==> src/rtl/insn_ctl_pkg.sv <==
package insn_ctl_pkg;

  localparam int OPC_W = 6;
  localparam int FN_W  = 6;
  localparam int SEL_W = 3;

  typedef enum logic [2:0] {
    CLS_BUBBLE = 3'd0,
    CLS_ARITH  = 3'd1,
    CLS_LOAD   = 3'd2,
    CLS_STORE  = 3'd3,
    CLS_BRANCH = 3'd4
  } insn_cls_e;

  localparam logic [SEL_W-1:0] SEL_AND = 3'b000;
  localparam logic [SEL_W-1:0] SEL_OR  = 3'b001;
  localparam logic [SEL_W-1:0] SEL_ADD = 3'b010;
  localparam logic [SEL_W-1:0] SEL_SUB = 3'b110;
  localparam logic [SEL_W-1:0] SEL_SLT = 3'b111;

  localparam logic [OPC_W-1:0] OPC_ARITH  = 6'b000000;
  localparam logic [OPC_W-1:0] OPC_LOAD   = 6'b100011;
  localparam logic [OPC_W-1:0] OPC_STORE  = 6'b101011;
  localparam logic [OPC_W-1:0] OPC_BRANCH = 6'b000100;

  localparam logic [FN_W-1:0] FN_ADD = 6'b100000;
  localparam logic [FN_W-1:0] FN_SUB = 6'b100010;
  localparam logic [FN_W-1:0] FN_AND = 6'b100100;
  localparam logic [FN_W-1:0] FN_OR  = 6'b100101;
  localparam logic [FN_W-1:0] FN_SLT = 6'b101010;

  typedef struct packed {
    logic             dst_rd;
    logic             reg_we;
    logic             alu_imm;
    logic [SEL_W-1:0] alu_sel;
    logic             mem_we;
    logic             mem_re;
    logic             wb_mem;
    logic             br_take;
  } ctl_word_t;

  // Function field lookup: returns {valid, select}
  function automatic logic [SEL_W:0] fn_to_sel(input logic [FN_W-1:0] fn);
    logic [SEL_W:0] r;
    unique case (fn)
      FN_ADD:  r = {1'b1, SEL_ADD};
      FN_SUB:  r = {1'b1, SEL_SUB};
      FN_AND:  r = {1'b1, SEL_AND};
      FN_OR:   r = {1'b1, SEL_OR};
      FN_SLT:  r = {1'b1, SEL_SLT};
      default: r = '0;
    endcase
    return r;
  endfunction

endpackage

==> src/rtl/insn_cls_dec.sv <==
module insn_cls_dec
  import insn_ctl_pkg::*;
(
  input  logic [OPC_W-1:0] opcode_i,
  input  logic             fn_ok_i,
  output insn_cls_e        cls_o
);
  always_comb begin
    unique case (opcode_i)
      OPC_ARITH:  cls_o = fn_ok_i ? CLS_ARITH : CLS_BUBBLE;
      OPC_LOAD:   cls_o = CLS_LOAD;
      OPC_STORE:  cls_o = CLS_STORE;
      OPC_BRANCH: cls_o = CLS_BRANCH;
      default:    cls_o = CLS_BUBBLE;
    endcase
  end
endmodule

==> src/rtl/alu_sel_dec.sv <==
module alu_sel_dec
  import insn_ctl_pkg::*;
(
  input  logic [FN_W-1:0]  funct_i,
  input  insn_cls_e        cls_i,
  output logic             fn_ok_o,
  output logic [SEL_W-1:0] sel_o
);
  logic [SEL_W:0] fn_lookup;

  assign fn_lookup = fn_to_sel(funct_i);
  assign fn_ok_o   = fn_lookup[SEL_W];

  always_comb begin
    unique case (cls_i)
      CLS_ARITH:            sel_o = fn_lookup[SEL_W-1:0];
      CLS_LOAD, CLS_STORE:  sel_o = SEL_ADD;
      CLS_BRANCH:           sel_o = SEL_SUB;
      default:              sel_o = SEL_AND;
    endcase
  end
endmodule

==> src/rtl/ctl_route.sv <==
module ctl_route
  import insn_ctl_pkg::*;
(
  input  insn_cls_e        cls_i,
  input  logic [SEL_W-1:0] sel_i,
  input  logic             zero_i,
  output ctl_word_t        ctl_o
);
  always_comb begin
    ctl_o = '0;
    unique case (cls_i)
      CLS_ARITH: begin
        ctl_o.dst_rd = 1'b1;
        ctl_o.reg_we = 1'b1;
        ctl_o.alu_sel = sel_i;
      end
      CLS_LOAD: begin
        ctl_o.reg_we  = 1'b1;
        ctl_o.alu_imm = 1'b1;
        ctl_o.alu_sel = sel_i;
        ctl_o.mem_re  = 1'b1;
        ctl_o.wb_mem  = 1'b1;
      end
      CLS_STORE: begin
        ctl_o.alu_imm = 1'b1;
        ctl_o.alu_sel = sel_i;
        ctl_o.mem_we  = 1'b1;
      end
      CLS_BRANCH: begin
        ctl_o.alu_sel = sel_i;
        ctl_o.br_take = zero_i;
      end
      default: ctl_o = '0;
    endcase
  end

  // a memory access is either a read or a write, never both
  always_comb begin
    p_mem_excl_r4: assert (!(ctl_o.mem_we && ctl_o.mem_re))
      else $error("mem strobes both high");
  end

  // taking the branch needs the branch class and the zero flag
  always_comb begin
    p_branch_gate_r6: assert (!ctl_o.br_take || (cls_i == CLS_BRANCH && zero_i))
      else $error("branch taken without beq and zero");
  end
endmodule

==> src/rtl/insn_ctl_decoder.sv <==
module insn_ctl_decoder
  import insn_ctl_pkg::*;
(
  input  logic [5:0] opcode_i,
  input  logic [5:0] funct_i,
  input  logic       alu_zero_i,
  output logic       dst_rd_o,
  output logic       reg_we_o,
  output logic       alu_imm_o,
  output logic [2:0] alu_sel_o,
  output logic       mem_we_o,
  output logic       mem_re_o,
  output logic       wb_mem_o,
  output logic       br_take_o
);
  insn_cls_e        cls;
  logic             fn_ok;
  logic [SEL_W-1:0] sel;
  ctl_word_t        ctl;

  alu_sel_dec u_sel (
    .funct_i (funct_i),
    .cls_i   (cls),
    .fn_ok_o (fn_ok),
    .sel_o   (sel)
  );

  insn_cls_dec u_cls (
    .opcode_i (opcode_i),
    .fn_ok_i  (fn_ok),
    .cls_o    (cls)
  );

  ctl_route u_route (
    .cls_i  (cls),
    .sel_i  (sel),
    .zero_i (alu_zero_i),
    .ctl_o  (ctl)
  );

  assign dst_rd_o  = ctl.dst_rd;
  assign reg_we_o  = ctl.reg_we;
  assign alu_imm_o = ctl.alu_imm;
  assign alu_sel_o = ctl.alu_sel;
  assign mem_we_o  = ctl.mem_we;
  assign mem_re_o  = ctl.mem_re;
  assign wb_mem_o  = ctl.wb_mem;
  assign br_take_o = ctl.br_take;

  // an unknown opcode produces a fully quiet control word
  always_comb begin
    p_bubble_quiet_r7: assert (!(cls == CLS_BUBBLE) || ctl == '0)
      else $error("bubble not quiet");
  end

  // a load always computes its address with an add
  always_comb begin
    p_load_add_r3: assert (!(opcode_i == OPC_LOAD) || (alu_sel_o == SEL_ADD && mem_re_o))
      else $error("load select wrong");
  end

  // an arithmetic op with an unknown function code never writes a register
  always_comb begin
    p_bad_fn_nowrite_r8: assert (fn_ok || opcode_i != OPC_ARITH || !reg_we_o)
      else $error("bad function writes register");
  end
endmodule

==> config.mk <==
export PLATFORM = sky130hd
export DESIGN_NAME = insn_ctl_decoder
export DESIGN_NICKNAME = d
export VERILOG_FILES = /design/src/rtl/insn_ctl_pkg.sv /design/src/rtl/insn_cls_dec.sv /design/src/rtl/alu_sel_dec.sv /design/src/rtl/ctl_route.sv /design/src/rtl/insn_ctl_decoder.sv
export SDC_FILE = /design/constraint.sdc
export NUM_CORES = 1
export LEC_CHECK = 0
export ABC_AREA = 1
export CAP_MARGIN = 25
export CORE_AREA = 5 5 42 44
export DETAILED_ROUTE_END_ITERATION = 8
export DIE_AREA = 0 0 47 49
export DONT_BUFFER_PORTS = 1
export GPL_TIMING_DRIVEN = 0
export SYNTH_ARGS = -nofsm -noshare
export SYNTH_HDL_FRONTEND = slang
export SYNTH_SLANG_ARGS = --single-unit
export TNS_END_PERCENT = 100
==> constraint.sdc <==
create_clock -name vclk -period 0.9
set_input_delay 0.09 -clock vclk [all_inputs]
set_output_delay 0.09 -clock vclk [all_outputs]
set_load 0.02 [all_outputs]
==> out/qor.yml, run 1 <==
route:
  wl_per_cell_um: 9.845
  drt_first_pass_iters: 2
  vias: 309
  via_per_inst: 4.352
  finalWirelength_um: 699
  drc_errors: 0
  drt_iter0_markers: 4
  antenna_left: 0
critical_path:
  end_kind: "output pin"
  path_cells: "nor2_2 -> nand4_1 -> nor2_1"
  slowest_stage: "nor2_1"
  criticalPathCategory: "input port to output pin"
  critPathLaunchType: "input port"
  max_stage_delay_ns: 0.36
  cp_top_family: "simple AND/OR/NAND/NOR gates"
  required_ns: 0.81
  critPathBufInv: 0
  crit_arrival_ns: 0.76
  worstPathMaxFanout: 3
power:
  switching_share_pct: 65.52
  p_clk_share_pct: 0
  p_comb_share_pct: 100.0
  power_density_nw_per_um2: 214.9
  ir_worst_vdd_v: 0.00007069
  power.leakage_nw: 0.1999
  p_int_w: 0.00002336
  p_seq_share_pct: 0
  p_sw_w: 0.00004439
logic_synthesis:
  yosysMostFrequentCell: "inv_1"
  netlist_top_cells_area: "inv_1 (20%), nand2_1 (16%), nor2_1 (16%), nand3_1 (9.7%), nand3_2 (7.8%)"
  netlist_area_um2: 257.7
  synth_common_cells: "inv_1 (14), nand2_1 (11), nor2_1 (11)"
  yosysUniqueCellTypes: 15
  syn_inst: 55
  yosys.area.top_type: "inv_1"
  synth_top_cell_area_share_pct: 20.39
  syn_avg_cell_area_um2: 4.686
  yosysSeqAreaShare_pct: 0
  synthesis.nets: 68
  yosysWarnings: 0
grt:
  grt_usage_pct: 5.754
  antenna_found_initial: 0
  grt_overflow: 0
  first_global_vias: 280
  grt_max_degree: 7
  grt_pass1_wl_um: 1076
layout:
  seq_cell_count: 0
  drive_gt1_share_pct: 32.73
  clkbuf_count: 0
  register_area_um2: 0
  nets: 70
  area_delta_synth_final_pct: 22.33
  n_antenna_cell: 0
  layout.cells.non_filler: 71
  final_cell_area_um2: 315.3
sta:
  rsz0062_at_grt: "false"
  slew_headroom_pct: 74.10
  hold_viol_final: 0
  setup_viol: 0
  fin_crit_ns: 0.8487
  drv_slew: 0
  post-route-period-util_pct: 94.30
  hold_ws_ns: 0.2329
  max_freq_mhz: 1178
  worstMarginPinSlew_ns: 0.3870
cts:
  post-cts-setup-buffer-count: 0
  cts_hold_buf: 0
place:
  port_buffers: 0
  dp.cells: 71
  place_congestion: 0.6935
  placed_cell_area_um2: 277.8
  hpwl_um: 606.5
floorplanning:
  initial_core_util_pct: 18.39
  rows: 14
  io_pins: 23
  coreArea_um2: 1401
  die_x_um: 47
  die_area_um2: 2303
  dieHeight_um: 49
outcome:
  status: "finished clean"
min_path:
  hold_class: "input port to output pin"
job:
  max_cap_viol_count: 0
-- layer usage --
layer  up-vias  share of wire (%)  GRT usage, %
met1       130                 40         8.261
met2        16                 43         8.824
li1        163                  -             -
met4         0                  0             0
met3         0                 17         1.845
met5         -                  0             0
-- layout by cell type, fill, tap and decap left out --
| master | Yosys | routed |
|---|---|---|
| a21oi_1 | 1 | 1 |
| and2_4 | 1 | 1 |
| buf_4 | 1 | 1 |
| inv_1 | 14 | 13 |
| inv_2 | 1 | 2 |
| nand2_1 | 11 | 7 |
| nand2_2 | 1 | 4 |
| nand2_4 | 0 | 1 |
| nand3_1 | 5 | 5 |
| nand3_2 | 2 | 2 |
| nand4_1 | 2 | 2 |
| nor2_1 | 11 | 8 |
| nor2_2 | 2 | 3 |
| nor2_4 | 1 | 3 |
| nor3_2 | 0 | 1 |
| o21ai_0 | 1 | 1 |
-- power groups by stage --
| stage | Combinational, W | Clock, W | Sequential (W) |
|---|---|---|---|
| after floorplan | 0.0000534 | 0 | 0 |
| after global placement | 0.0000589 | 0 | 0 |
| after detailed placement | 0.0000602 | 0 | 0 |
| after CTS | 0.0000618 | 0 | 0 |
| after global routing | 0.0000767 | 0 | 0 |
| final | 0.0000678 | 0 | 0 |
-- path summary, 6_finish.rpt --
path | slack, ns | startpoint | endpoint | cells after the start
setup / recovery | 0.05 | opcode_i[5] | br_take_o | 3
hold / removal | 0.23 | opcode_i[4] | mem_we_o | 1
-- cell type report --
cell class / instances / area (µm²)
Buffer: 1 / 7.507
Fill cell: 167 / 1086
Inverter: 15 / 56.30
Multi-Input combinational cell: 39 / 231.5
Tap cell: 16 / 20.02
-- repair_timing --
| action | in CTS | in global routing |
|---|---|---|
| pin swaps | 0 | 2 |
| gates resized for setup | 3 | 9 |
| hold endpoints to repair | 0 | 0 |
| setup endpoints to repair | 2 | 7 |
-- cells by family (layout without fill, tap and decap cells) --
family	Yosys count	after routing	share of synthesized area (%)
buffers and inverters	16	16	24.76
AND/OR/NAND/NOR	37	37	71.36
AO/OA/AOI/OAI	2	2	3.880
-- per-stage QoR --
stage	setup TNS [ns]	utilization (%)	setup slack, ns	power, W
detailed placement	-0.05229	19.82	-0.04808	0.00006023
global placement	-0.04430	19.82	-0.04430	0.00005894
floorplan	0	-	0.08343	0.00005339
finish	0	22.50	0.05126	0.00006775
CTS	0	20.54	0.01555	0.00006175
global route	0	22.50	0.0009140	0.00007674
Power figures use the tool's default switching activity.
==> inputs of run 2 (changes only) <==
==> constraint.sdc (replaced) <==
create_clock -name vclk -period 0.8
set_input_delay 0.08 -clock vclk [all_inputs]
set_output_delay 0.08 -clock vclk [all_outputs]
set_load 0.02 [all_outputs]
==> out/qor.yml, run 2 (synthesized netlist as in run 1, its figures left out) <==
layout:
  clkbuf_count: 0
  area_delta_synth_final_pct: 50.00
  n_antenna_cell: 0
  num-fill-cells: 172
  drive_gt1_share_pct: 55.36
  layout.cells.non_filler: 72
  seq_cell_count: 0
  register_area_um2: 0
  final_cell_mix: "inv_1 (10), nand2_2 (7), nor2_4 (6)"
  final_common_cell: "inv_1"
  nets: 71
grt:
  grt_pass1_wl_um: 1104
  first_global_vias: 294
  antenna_found_initial: 0
  grt_usage_pct: 5.895
  grt_overflow: 0
  grt_max_degree: 7
floorplanning:
  initial_core_util_pct: 18.39
  dieHeight_um: 49
  die_x_um: 47
  die_area_um2: 2303
  rows: 14
  io_pins: 23
  coreArea_um2: 1401
sta:
  fin_ws_ns: 0.03507
  fin_crit_ns: 0.7649
  rsz0062_at_grt: "true"
  slew_headroom_pct: 74.71
  hold_viol_final: 0
  worstMarginPinSlew_ns: 0.3773
  max_freq_mhz: 1307
  drv_slew: 0
  setup_viol: 0
  post-route-period-util_pct: 95.62
place:
  hpwl_um: 606.5
  port_buffers: 0
  dp.cells: 71
  preCtsSetupSlack_ns: -0.1281
  place_congestion: 0.6935
cts:
  cts_hold_buf: 0
outcome:
  status: "finished clean"
route:
  drt_iter0_markers: 5
  vias: 329
  drc_errors: 0
  drt_first_pass_iters: 2
  via_per_inst: 4.569
  finalWirelength_um: 758
  wl_per_cell_um: 10.53
  antenna_left: 0
critical_path:
  critPathLaunch: "funct_i[3]"
  critPathLaunchType: "input port"
  required_ns: 0.72
  criticalPathCategory: "input port to output pin"
  crit_end: "alu_sel_o[0]"
  end_kind: "output pin"
  crit_arrival_ns: 0.68
  worstPathMaxFanout: 3
job:
  max_cap_viol_count: 0
power:
  power.leakage_nw: 0.2064
  ir_worst_vdd_v: 0.00009022
  power_density_nw_per_um2: 250.5
min_path:
  hold_class: "input port to output pin"
## run 2: area by class of cell
type / count / area [µm²] / share of cell area [%]
Multi-Input combinational cell: 39 / 279.0 / 72.17
Tap cell: 16 / 20.02 / 5.178
Inverter: 15 / 68.82 / 17.80
Timing Repair Buffer: 1 / 7.507 / 1.942
Buffer: 1 / 11.26 / 2.913
## run 2: stage by stage
stage	hold slack (ns)	setup TNS (ns)	area [µm²]	total power (W)	utilization, %
final	0.2128	0	386.6	0.00009684	27.59
after global placement	0.2496	-0.4565	277.8	0.00006631	19.82
after global routing	0.2187	-0.06882	386.6	0.0001074	27.59
after floorplan	0.2431	0	257.7	0.00006006	-
after CTS	0.2137	-0.05408	300.3	0.00007173	21.43
after detailed placement	0.2489	-0.5051	277.8	0.00006776	19.82
## run 2: worst min path at each step
stage	depth (start not counted)	start	slack [ns]	endpoint
2_1_floorplan	1	opcode_i[4]	0.24	mem_we_o
3_3_place_gp	1	opcode_i[4]	0.25	mem_we_o
3_5_place_dp	1	opcode_i[4]	0.25	mem_we_o
4_1_cts	1	opcode_i[4]	0.21	mem_we_o
5_1_grt	1	opcode_i[4]	0.22	mem_we_o
6_report	1	opcode_i[4]	0.21	mem_we_o
## run 2: per-layer routing
metal	wire length [µm]	global-route usage (%)
met5	0	0
met4	0	0
met3	123	1.845
met2	377	9.276
met1	257	8.261
## run 2: power breakdown
part | switching (W) | internal [W]
Sequential | 0 | 0
Combinational | 0.0000582 | 0.0000386
Clock | 0 | 0
Total | 0.0000582 | 0.0000386
## run 2: critical path, cell delays in order
cell	delay, ns
inv_1	0.02
nor2_1	0.11
nand3_2	0.12
nand3_4	0.11
nand2_4	0.08
nor2_4	0.17
## run 2: what timing repair did
action                     CTS  global route
buffers inserted             0             1
setup endpoints to repair    8             7
gates resized for setup      9            26
pin swaps                    0            11
gates cloned                 0             0
